## config.mk

```make
export PLATFORM = sky130hd
export DESIGN_NAME = dma_chain_seq
export DESIGN_NICKNAME = d
export VERILOG_FILES = /design/src/rtl/seq_pkg.sv /design/src/rtl/seq_chan.sv /design/src/rtl/seq_start_arb.sv /design/src/rtl/seq_link_xbar.sv /design/src/rtl/dma_chain_seq.sv
export SDC_FILE = /design/constraint.sdc
export NUM_CORES = 1
export LEC_CHECK = 0
export CAP_MARGIN = 10
export CELL_PAD_IN_SITES_DETAIL_PLACEMENT = 1
export CELL_PAD_IN_SITES_GLOBAL_PLACEMENT = 2
export CORE_ASPECT_RATIO = 0.5
export CORE_MARGIN = 2
export CORE_UTILIZATION = 36
export DETAILED_ROUTE_END_ITERATION = 16
export GPL_ROUTABILITY_DRIVEN = 0
export PLACE_DENSITY_LB_ADDON = 0.12
export SLEW_MARGIN = 25
export SYNTH_ARGS = -nofsm -noshare
export SYNTH_HDL_FRONTEND = slang
export SYNTH_HIERARCHICAL = 1
export SYNTH_SLANG_ARGS = --single-unit
```

## constraint.sdc

```tcl
create_clock -name clk -period 2.72 [get_ports clk]
set_clock_uncertainty 0.15 [all_clocks]
set_input_delay 0.544 -clock clk [delete_from_list [all_inputs] [get_ports clk]]
set_output_delay 0.544 -clock clk [all_outputs]
set_load 0.005 [all_outputs]
```

## src/rtl/seq_pkg.sv

```systemverilog
package seq_pkg;

    typedef enum logic [1:0] {
        ST_IDLE = 2'b00,
        ST_WAIT = 2'b01,
        ST_ACT  = 2'b10
    } ch_state_e;

    localparam int CTL_EN  = 0;
    localparam int CTL_DIS = 1;
    localparam int CTL_HS  = 2;
    localparam int CTL_ST  = 3;
    localparam int CTL_NXT = 5;

endpackage

```

## src/rtl/seq_chan.sv

```systemverilog
module seq_chan #(
    parameter int CW = 2
) (
    input  logic                 clk,
    input  logic                 rst_n,
    input  logic                 wr_sel,
    input  logic                 wr_en_bit,
    input  logic                 wr_dis_bit,
    input  logic                 wr_hs_bit,
    input  logic [CW-1:0]        wr_nxt,
    input  logic                 wr_nv,
    input  logic                 go_hw,
    input  logic                 go_link,
    input  logic                 cmp,
    output seq_pkg::ch_state_e   state_o,
    output logic                 req_o,
    output logic                 fin_ok_o,
    output logic                 en_o,
    output logic                 hs_o,
    output logic                 pend_o,
    output logic [CW-1:0]        nxt_o,
    output logic                 nv_o
);
    import seq_pkg::*;

    ch_state_e     state_q, state_d;
    logic          en_q, hs_q, pend_q, nv_q;
    logic [CW-1:0] nxt_q;
    logic          dis_wr, dis_eff;

    assign dis_wr  = wr_sel && wr_dis_bit;
    assign dis_eff = pend_q || dis_wr;

    always_comb begin
        state_d = state_q;
        unique case (state_q)
            ST_IDLE: begin
                if (wr_sel && wr_en_bit && !wr_dis_bit)
                    state_d = ST_WAIT;                  // arm
            end
            ST_WAIT: begin
                if (dis_wr)
                    state_d = ST_IDLE;                  // drop
                else if (go_hw || go_link)
                    state_d = ST_ACT;                   // launch / handoff
            end
            ST_ACT: begin
                if (cmp) begin
                    if (dis_eff)
                        state_d = ST_IDLE;              // retire
                    else if (go_link)
                        state_d = ST_ACT;               // relaunch
                    else
                        state_d = ST_WAIT;              // rearm
                end
            end
            default: state_d = ST_IDLE;
        endcase
    end

    always_ff @(posedge clk or negedge rst_n) begin
        if (!rst_n)
            state_q <= ST_IDLE;
        else
            state_q <= state_d;
    end

    always_ff @(posedge clk or negedge rst_n) begin
        if (!rst_n) begin
            en_q   <= 1'b0;
            hs_q   <= 1'b0;
            nxt_q  <= '0;
            nv_q   <= 1'b0;
            pend_q <= 1'b0;
        end else begin
            if (state_q == ST_IDLE && wr_sel) begin
                en_q  <= wr_en_bit && !wr_dis_bit;
                hs_q  <= wr_hs_bit;
                nxt_q <= wr_nxt;
                nv_q  <= wr_nv;
            end else if (state_d == ST_IDLE && state_q != ST_IDLE) begin
                en_q <= 1'b0;
            end
            if (state_d != ST_ACT)
                pend_q <= 1'b0;
            else if (state_q == ST_ACT && dis_wr)
                pend_q <= 1'b1;
        end
    end

    always_comb begin
        state_o  = state_q;
        req_o    = (state_q == ST_ACT);
        fin_ok_o = (state_q == ST_ACT) && cmp && !dis_eff;
        en_o     = en_q;
        hs_o     = hs_q;
        pend_o   = pend_q;
        nxt_o    = nxt_q;
        nv_o     = nv_q;
    end

    p_arm_r2: assert property (@(posedge clk) disable iff (!rst_n)
        (state_q == ST_IDLE && wr_sel && wr_en_bit && !wr_dis_bit) |=> (state_q == ST_WAIT));

    p_cfg_locked_r3: assert property (@(posedge clk) disable iff (!rst_n)
        (state_q != ST_IDLE) |=> ($stable(nxt_q) && $stable(nv_q) && $stable(hs_q)));

    p_drop_r8: assert property (@(posedge clk) disable iff (!rst_n)
        (state_q == ST_WAIT && dis_wr) |=> (state_q == ST_IDLE && !en_q));

    p_hold_active_r9: assert property (@(posedge clk) disable iff (!rst_n)
        (state_q == ST_ACT && !cmp) |=> (state_q == ST_ACT));

    p_retire_r9: assert property (@(posedge clk) disable iff (!rst_n)
        (state_q == ST_ACT && cmp && dis_eff) |=> (state_q == ST_IDLE && !pend_q));

    p_cmp_ignored_r10: assert property (@(posedge clk) disable iff (!rst_n)
        (state_q != ST_ACT && !wr_sel && !go_hw && !go_link) |=> $stable(state_q));

    p_state_legal_r11: assert property (@(posedge clk) disable iff (!rst_n)
        (state_q != 2'b11));

endmodule

```

## src/rtl/seq_start_arb.sv

```systemverilog
module seq_start_arb #(
    parameter int NCH = 4
) (
    input  logic [NCH-1:0] cand,
    input  logic [NCH-1:0] busy,
    input  logic           hw_start,
    output logic [NCH-1:0] grant
);
    logic found;

    always_comb begin
        grant = '0;
        found = 1'b0;
        if (hw_start && busy == '0) begin
            for (int i = 0; i < NCH; i++) begin
                if (cand[i] && !found) begin
                    grant[i] = 1'b1;
                    found    = 1'b1;
                end
            end
        end
    end

    always_comb begin
        a_grant_single_r4: assert ($onehot0(grant));
    end

endmodule

```

## src/rtl/seq_link_xbar.sv

```systemverilog
module seq_link_xbar #(
    parameter int NCH = 4,
    parameter int CW  = 2
) (
    input  logic [NCH-1:0] fin_ok,
    input  logic [NCH-1:0] nv,
    input  logic [CW-1:0]  nxt [NCH],
    output logic [NCH-1:0] go_link,
    output logic           tail_fin
);
    always_comb begin
        go_link  = '0;
        tail_fin = 1'b0;
        for (int i = 0; i < NCH; i++) begin
            if (fin_ok[i]) begin
                if (nv[i])
                    go_link[nxt[i]] = 1'b1;
                else
                    tail_fin = 1'b1;
            end
        end
    end
endmodule

```

## src/rtl/dma_chain_seq.sv

```systemverilog
module dma_chain_seq #(
    parameter int NCH = 4,
    parameter int CW  = $clog2(NCH),
    parameter int RW  = seq_pkg::CTL_NXT + CW + 1
) (
    input  logic           clk,
    input  logic           rst_n,
    input  logic           wr_en,
    input  logic [CW-1:0]  wr_chan,
    input  logic [RW-1:0]  wr_data,
    input  logic [CW-1:0]  rd_chan,
    output logic [RW-1:0]  rd_data,
    input  logic           hw_start,
    output logic [NCH-1:0] xfer_req,
    input  logic [NCH-1:0] xfer_cmp,
    output logic           done
);
    import seq_pkg::*;

    localparam int NV_BIT = CTL_NXT + CW;

    ch_state_e      st   [NCH];
    logic [CW-1:0]  nxt  [NCH];
    logic [RW-1:0]  view [NCH];
    logic [NCH-1:0] req, fin_ok, en, hs, pend, nv, cand, grant, go_link;
    logic           tail_fin, done_q;

    for (genvar g = 0; g < NCH; g++) begin : g_ch
        seq_chan #(.CW(CW)) u_ch (
            .clk        (clk),
            .rst_n      (rst_n),
            .wr_sel     (wr_en && wr_chan == CW'(g)),
            .wr_en_bit  (wr_data[CTL_EN]),
            .wr_dis_bit (wr_data[CTL_DIS]),
            .wr_hs_bit  (wr_data[CTL_HS]),
            .wr_nxt     (wr_data[CTL_NXT +: CW]),
            .wr_nv      (wr_data[NV_BIT]),
            .go_hw      (grant[g]),
            .go_link    (go_link[g]),
            .cmp        (xfer_cmp[g]),
            .state_o    (st[g]),
            .req_o      (req[g]),
            .fin_ok_o   (fin_ok[g]),
            .en_o       (en[g]),
            .hs_o       (hs[g]),
            .pend_o     (pend[g]),
            .nxt_o      (nxt[g]),
            .nv_o       (nv[g])
        );
        assign cand[g] = (st[g] == ST_WAIT) && hs[g];
        assign view[g] = {nv[g], nxt[g], st[g], hs[g], pend[g], en[g]};
    end

    seq_start_arb #(.NCH(NCH)) u_arb (
        .cand     (cand),
        .busy     (req),
        .hw_start (hw_start),
        .grant    (grant)
    );

    seq_link_xbar #(.NCH(NCH), .CW(CW)) u_xbar (
        .fin_ok   (fin_ok),
        .nv       (nv),
        .nxt      (nxt),
        .go_link  (go_link),
        .tail_fin (tail_fin)
    );

    always_ff @(posedge clk or negedge rst_n) begin
        if (!rst_n)
            done_q <= 1'b0;
        else
            done_q <= tail_fin;
    end

    assign done     = done_q;
    assign xfer_req = req;
    assign rd_data  = view[rd_chan];

    p_one_active_r5: assert property (@(posedge clk) disable iff (!rst_n)
        $onehot0(xfer_req));

    p_done_single_r7: assert property (@(posedge clk) disable iff (!rst_n)
        done |=> !done);

    p_start_busy_r4: assert property (@(posedge clk) disable iff (!rst_n)
        (hw_start && xfer_req != '0 && xfer_cmp == '0) |=> $stable(xfer_req));

endmodule

```

== Word level (Yosys, flattened, before mapping) ==
Cells that the tools add are included.
W data, S select, Z words.
Storage, ports and cells
  register bits after elaboration: 33
  latch bits: 0
  memory bits (writable): 0
  ROM bits: 0
  output and inout bits: 13
  memories: 0
Cells by class
  add/sub/neg operators: 0
  $mul: 0
  divide/modulo/power cells: 0
  $lt $le $gt $ge: 9
  equal/unequal tests: 15
  shift operators: 0
  muxes and demuxes: 81
  bitwise gates (word level): 4
  reductions and logical operators: 87
Operators with widths (count)
  $logic_and A1 B1 Y1: 49
  $mux W2: 24
  $mux W1: 37
  $mux W4: 9
  $pmux W2 S3: 4
  $reduce_bool A2 Y1: 12
  $logic_not A2 Y1: 9
  $bmux W8 S2: 1
  $mux W8: 2
  $eq A2 B2 Y1 const B: 6
  $lt A2 B3 Y1 const B: 4
  $or A4 B4 Y4: 3
  $eq A2 B1 Y1 const B: 5
  $demux W1 S2: 4
  $ge A2 B1 Y1 const B: 4
  $logic_not A1 Y1: 8
  $logic_or A1 B1 Y1: 8
  $ne A2 B2 Y1 const B: 4
  $logic_not A4 Y1: 1
  $ge A3 B3 Y1 const B: 1
  $not A2 Y3: 1

== Depth between registers and ports, before layout ==
  depth in word-level cells: 24
  depth in mapped cells: 8
  depth with buffers taken out: 8

== Hierarchy ==
Netlist, hierarchy kept.
Modules (own cells, without submodules)
  seq_chan: instances 4, cells an instance 35, area each 409.1 sq um, sequential area each 200.2 sq um
  dma_chain_seq: instances 1, cells an instance 19, area each 287.8 sq um, sequential area each 25.0 sq um
  seq_link_xbar: instances 1, cells an instance 25, area each 195.2 sq um, sequential area each 0.0 sq um
  seq_start_arb: instances 1, cells an instance 7, area each 62.6 sq um, sequential area each 0.0 sq um

== Least setup slack after synthesis ==
Ideal clock, no wire load.
  kind: input port to flip-flop
  start point: input port wr_chan[1]
  end point: register g_ch[0].u_ch.pend_q
  setup time: 130 ps
  data arrival time: 2141 ps
  required time: 2440 ps
  path slack: 299 ps
  cell stages on the path: 7
  path buffers: 0
  path through: and3b_1 a21oi_1 and3_2 and4bb_1 or4_1 o21ai_0 a21oi_2
On the way
  elaborated cells on any way between the ends: 48
  those cells by class: 4 x eq/ne; 15 x mux; 3 x bitwise; 26 x reduce/logical
RTL lines
  start: declaration: line dma_chain_seq.sv:9  | input logic [CW-1:0] wr_chan,
  $eq A2 B1 Y1 *: line dma_chain_seq.sv:32  | .wr_sel (wr_en && wr_chan == CW'(g)),
  $logic_and A1 B1 Y1 *: line dma_chain_seq.sv:32
  $logic_and A1 B1 Y1 *: line seq_chan.sv:31  | assign dis_wr = wr_sel && wr_dis_bit;
  $logic_or A1 B1 Y1 *: line seq_chan.sv:32  | assign dis_eff = pend_q || dis_wr;
  $logic_not A1 Y1 *: line seq_chan.sv:94  | fin_ok_o = (state_q == ST_ACT) && cmp && !dis_eff;
  $logic_and A1 B1 Y1 *: line seq_chan.sv:94
  via fin_ok[1]: line dma_chain_seq.sv:25  | logic [NCH-1:0] req, fin_ok, en, hs, pend, nv, cand, grant, go_link;
  $mux W4 *: line seq_link_xbar.sv:15  | if (fin_ok[i]) begin
  (+5 left out)
  $mux W4 *: line seq_link_xbar.sv:15
  via go_link[0]: line dma_chain_seq.sv:25
  $mux W2 or $logic_or A1 B1 Y1 (tied branches): line seq_chan.sv:51, seq_chan.sv:44
  $mux W2 (on tied branches): line seq_chan.sv:49, seq_chan.sv:44
  $mux W2 (on tied branches): line seq_chan.sv:48, seq_chan.sv:42
  $pmux W2 S3 *: line seq_chan.sv:36  | unique case (state_q)
  $ne A2 B2 Y1 *: line seq_chan.sv:84  | if (state_d != ST_ACT)
  $mux W1 or $reduce_bool A2 Y1 (tied branches)
  end signal: assignment: line seq_chan.sv:74  | pend_q <= 1'b0;
  end signal: assignment: line seq_chan.sv:85  | pend_q <= 1'b0;
  end signal: assignment: line seq_chan.sv:87  | pend_q <= 1'b1;
  end: declaration: line seq_chan.sv:27  | logic en_q, hs_q, pend_q, nv_q;
Mark *: on every way through the listed nets, which the timed path passes. The rest lies on a longest branch.
A chain may end at the register's enable or synchronous reset.

== Worst setup path after layout ==
  start point: input port wr_data[1]
  end point: register g_ch[0].u_ch.en_q
On the way
  elaborated cells on any way between the ends: 41
  those cells by class: 15 x mux; 3 x bitwise; 23 x reduce/logical
RTL lines
  start: declaration: line dma_chain_seq.sv:10  | input logic [RW-1:0] wr_data,
  $logic_and A1 B1 Y1 *: line seq_chan.sv:31
  $logic_or A1 B1 Y1 *: line seq_chan.sv:32
  $logic_not A1 Y1 *: line seq_chan.sv:94
  $logic_and A1 B1 Y1 *: line seq_chan.sv:94
  via fin_ok[2]: line dma_chain_seq.sv:25
  $mux W4 *: line seq_link_xbar.sv:15
  $or A4 B4 Y4 (no source line)
  $mux W4: line seq_link_xbar.sv:16  | if (nv[i])
  $mux W4 *: line seq_link_xbar.sv:15
  via go_link[0]: line dma_chain_seq.sv:25
  $mux W2 or $logic_or A1 B1 Y1 (tied branches): line seq_chan.sv:51, seq_chan.sv:44
  $mux W2 (on tied branches): line seq_chan.sv:49, seq_chan.sv:44
  $mux W2 (on tied branches): line seq_chan.sv:48, seq_chan.sv:42
  $pmux W2 S3 *: line seq_chan.sv:36
  $logic_not A2 Y1 *: line seq_chan.sv:81  | end else if (state_d == ST_IDLE && state_q != ST_IDLE) begin
  $logic_and A1 B1 Y1 *: line seq_chan.sv:81
  $reduce_bool A2 Y1 (no source line) *
  end signal: assignment: line seq_chan.sv:77  | en_q <= wr_en_bit && !wr_dis_bit;
  end: declaration: line seq_chan.sv:27
Marked as above.

==> metrics.md <==
| Metric | Value |
|---|---|
| Achievable Freq | `386 MHz` |
| FP Rows | `19` |
| Avg WL per Cell | `20.9 um` |
| Placed cell area | `2760 um2` |
| Reg clk slew, reported paths | `0.06 ns` |
| Fin util | `0.521` |
| Slew @ Worst Pin | `0.511 ns` |
| Met2 usage | `0.335` |
| Clock sink total | `33` |
| Power per Cell Area | `725 nW/um2` |
| Worst endpoint required time | `2.77 ns` |
| Capturing element type of the critical path | `flip-flop` |
| Cell area after synthesis | `2180 um2` |
| Ys Warns | `6` |
| Unrepaired setup endpoints after global routing | `no` |
| Cell Int Power | `1.42 mW` |
| Final period util | `0.952` |
| Most common cell after layout, fill and taps aside | `dfrtp_1` |
| Die area | `6740 um2` |
| I/O pin count | `33` |
| Synthesis-stage register bit count | `33` |
| Die height | `59.1 um` |
| Clk pwr share | `0.263` |
| Final hold violation count | `0` |
| Commonest non-fill, non-tap cells in the layout | `dfrtp_1, buf_4, a21oi_1, clkdlybuf4s50_1, mux2_1` |
| WP data arrival | `2.64 ns` |
| Final #Nets | `270` |
| Initial drt markers | `127` |
| Sequential area share after synthesis | `0.378` |
| Setup WS post-layout | `0.130 ns` |
| WL final | `6.76 mm` |
| Combinational power share | `0.321` |
| Met1 usage | `0.345` |
| Detail Route Antenna Nets | `0` |
| Met3 Resource Use GR | `0.0368` |
| HPWL after DPL | `5.21 mm` |
| Die X | `114 um` |
| Later-pin clock latency in the skew report | `0.28 ns` |
| Critical path class | `input port to flip-flop` |
| Fin area | `2950 um2` |
| Share of cells above drive strength 1 | `0.284` |
| CP startpoint kind | `input port` |
| Pre-CTS setup slack | `-0.395 ns` |
| Global Route Usage Sum | `0.224` |
| Distinct cells, synth | `33` |
| Number of setup violations in the final report | `0` |
| CTS Hold Bufs | `0` |
| Worst relative slew slack | `0.659` |
| Clk buf depth | `2` |
| Switching power | `0.717 mW` |
| Number of global-route vias before repair | `2045` |
| DR vias/cell | `5.80` |
| Sequential group share of total power | `0.416` |
| Syn nets | `211` |
| Starting Density | `0.386` |
| Switch share | `0.336` |
| Vias | `1875` |
| CTS tree | `yes` |
| Leakage | `1.26 nW` |
| Post-Synthesis Cells | `191` |
| Core ar. | `5660 um2` |
| DRC viols | `0` |
| Avg Cell Area, Syn | `11.4 um2` |
| Non-Filler Instances | `323` |
| Port bufs | `30` |
| Area growth from synthesis to layout | `35.0%` |
| CTS Buf Count | `5` |
| Global route hottest layer | `met1` |
| Ant. Diodes | `0` |
| Hold Crit Class | `flip-flop to flip-flop` |
| DR pass1 iterations | `4` |
| H-tree depth | `2` |
| Placed Instances | `316` |
| Largest net degree at the start of global routing | `34` |
| VDD IR-drop max | `298 uV` |
| Pins Over Slew Limit | `0` |
| Antenna violations before repair | `0` |
| Minimum clock period | `2.59 ns` |
| Max Cap Viol | `0` |
| Clk root buf | `clkbuf_16` |
| First-pass GRT wire length | `11.2 mm` |
| Remaining Overflow, GRT | `0` |
| Outcome | `completed` |
| Worst-path fanout max | `9` |
registers in the layout, summed over array words and instances (netlist names):
| signal | count |
|---|---|
| done | 1 |
| g_ch.u_ch/en_o | 4 |
| g_ch.u_ch/hs_o | 4 |
| g_ch.u_ch/nv_o | 4 |
| g_ch.u_ch/nxt_o | 8 |
| g_ch.u_ch/pend_o | 4 |
| g_ch.u_ch/state_o | 8 |
critical path: stages:
cell and delay, ns:
clkdlybuf4s50_1 0.46, buf_4 0.17, a21oi_1 0.10, and3_2 0.23, nor4bb_2 0.18, or4_4 0.57, nor2_4 0.12, a21oi_1 0.08
a22oi_2 0.19
logic make-up after synthesis:
| family | share of synthesized area |
|---|---|
| AND/OR/NAND/NOR | 0.304 |
| AO/OA/AOI/OAI | 0.142 |
| multiplexers | 0.165 |
| buffers and inverters | 0.0109 |
| flip-flops | 0.378 |
stage by stage:
step / power, mW / TNS [ns] / hold slack (ns)
after floorplan: 1.23 / 0 / 0.0984
after global placement: 1.57 / -5.49 / 0.342
after detailed placement: 1.59 / -5.33 / 0.361
after CTS: 2.14 / 0 / 0.370
after global routing: 2.27 / 0 / 0.390
final: 2.14 / 0 / 0.363
Yosys cell counts:
library cell | number | share of area
and3b_1 | 6 | 0.024
mux2_1 | 16 | 0.083
inv_1 | 2 | 0.0034
and4bb_1 | 1 | 0.0057
a21oi_2 | 4 | 0.016
a22oi_2 | 4 | 0.023
buf_6 | 1 | 0.0052
dfrtp_1 | 33 | 0.38
nor3b_4 | 4 | 0.034
nand2b_1 | 11 | 0.032
nand4_1 | 7 | 0.020
o31ai_1 | 4 | 0.014
nor4bb_1 | 3 | 0.014
and4b_1 | 1 | 0.0046
mux4_2 | 8 | 0.083
or4b_4 | 1 | 0.0063
nand3b_1 | 4 | 0.014
a21oi_1 | 20 | 0.046
nand4b_1 | 8 | 0.032
and3_1 | 1 | 0.0029
or4_1 | 1 | 0.0034
nor4b_2 | 1 | 0.0069
nor3b_1 | 7 | 0.024
clkbuf_2 | 1 | 0.0023
and3_2 | 4 | 0.014
o2111ai_1 | 1 | 0.0040
and2b_4 | 4 | 0.018
nor2_1 | 12 | 0.021
nand2_1 | 8 | 0.014
nor3_1 | 1 | 0.0023
and2_1 | 4 | 0.011
a21bo_4 | 4 | 0.030
o21ai_0 | 4 | 0.0092
per-layer routing:
| layer | part of all wire | wire [um] |
|---|---|---|
| met5 | 0 | 0 |
| met1 | 0.51 | 3450 |
| met4 | 0.0043 | 29 |
| met3 | 0.054 | 365 |
| met2 | 0.43 | 2910 |
area by class of cell:
type	count	area (um2)
clock buffers	7	143
fillers	632	2710
inverters	2	7.51
multi-input cells	154	1370
flip-flops and latches	33	826
well taps	73	91.3
repair buffers	54	505
what timing repair did:
action / in CTS / in global routing
setup buffers: 0 / 0
setup endpoints to repair: 17 / 13
pin swaps: 1 / 2
resized for setup: 14 / 10
power by group through the flow:
stage / logic, mW / registers [mW] / clock network (mW)
after CTS: 0.687 / 0.882 / 0.569
after global routing: 0.745 / 0.925 / 0.600
final: 0.686 / 0.889 / 0.561
after floorplan: 0.408 / 0.819 / 0
after detailed placement: 0.711 / 0.884 / 0
after global placement: 0.689 / 0.880 / 0
worst paths after layout:
| check | to | from | slack (ns) | cells after the start |
|---|---|---|---|---|
| max in group asynchronous | g_ch[3].u_ch/nxt_o[1] | rst_n | 1.56 | 2 |
| min reg2reg | g_ch[3].u_ch/hs_o | g_ch[3].u_ch/hs_o | 0.36 | 1 |
| min | g_ch[3].u_ch/hs_o | g_ch[3].u_ch/hs_o | 0.36 | 1 |
| min in group asynchronous | g_ch[0].u_ch/pend_o | rst_n | 0.54 | 2 |
| max reg2reg | g_ch[0].u_ch/state_o[0] | g_ch[0].u_ch/state_o[0] | 0.28 | 6 |
| max | g_ch[0].u_ch/en_o | wr_data[1] | 0.13 | 9 |
Note: power is estimated with default switching activity, not from simulation.
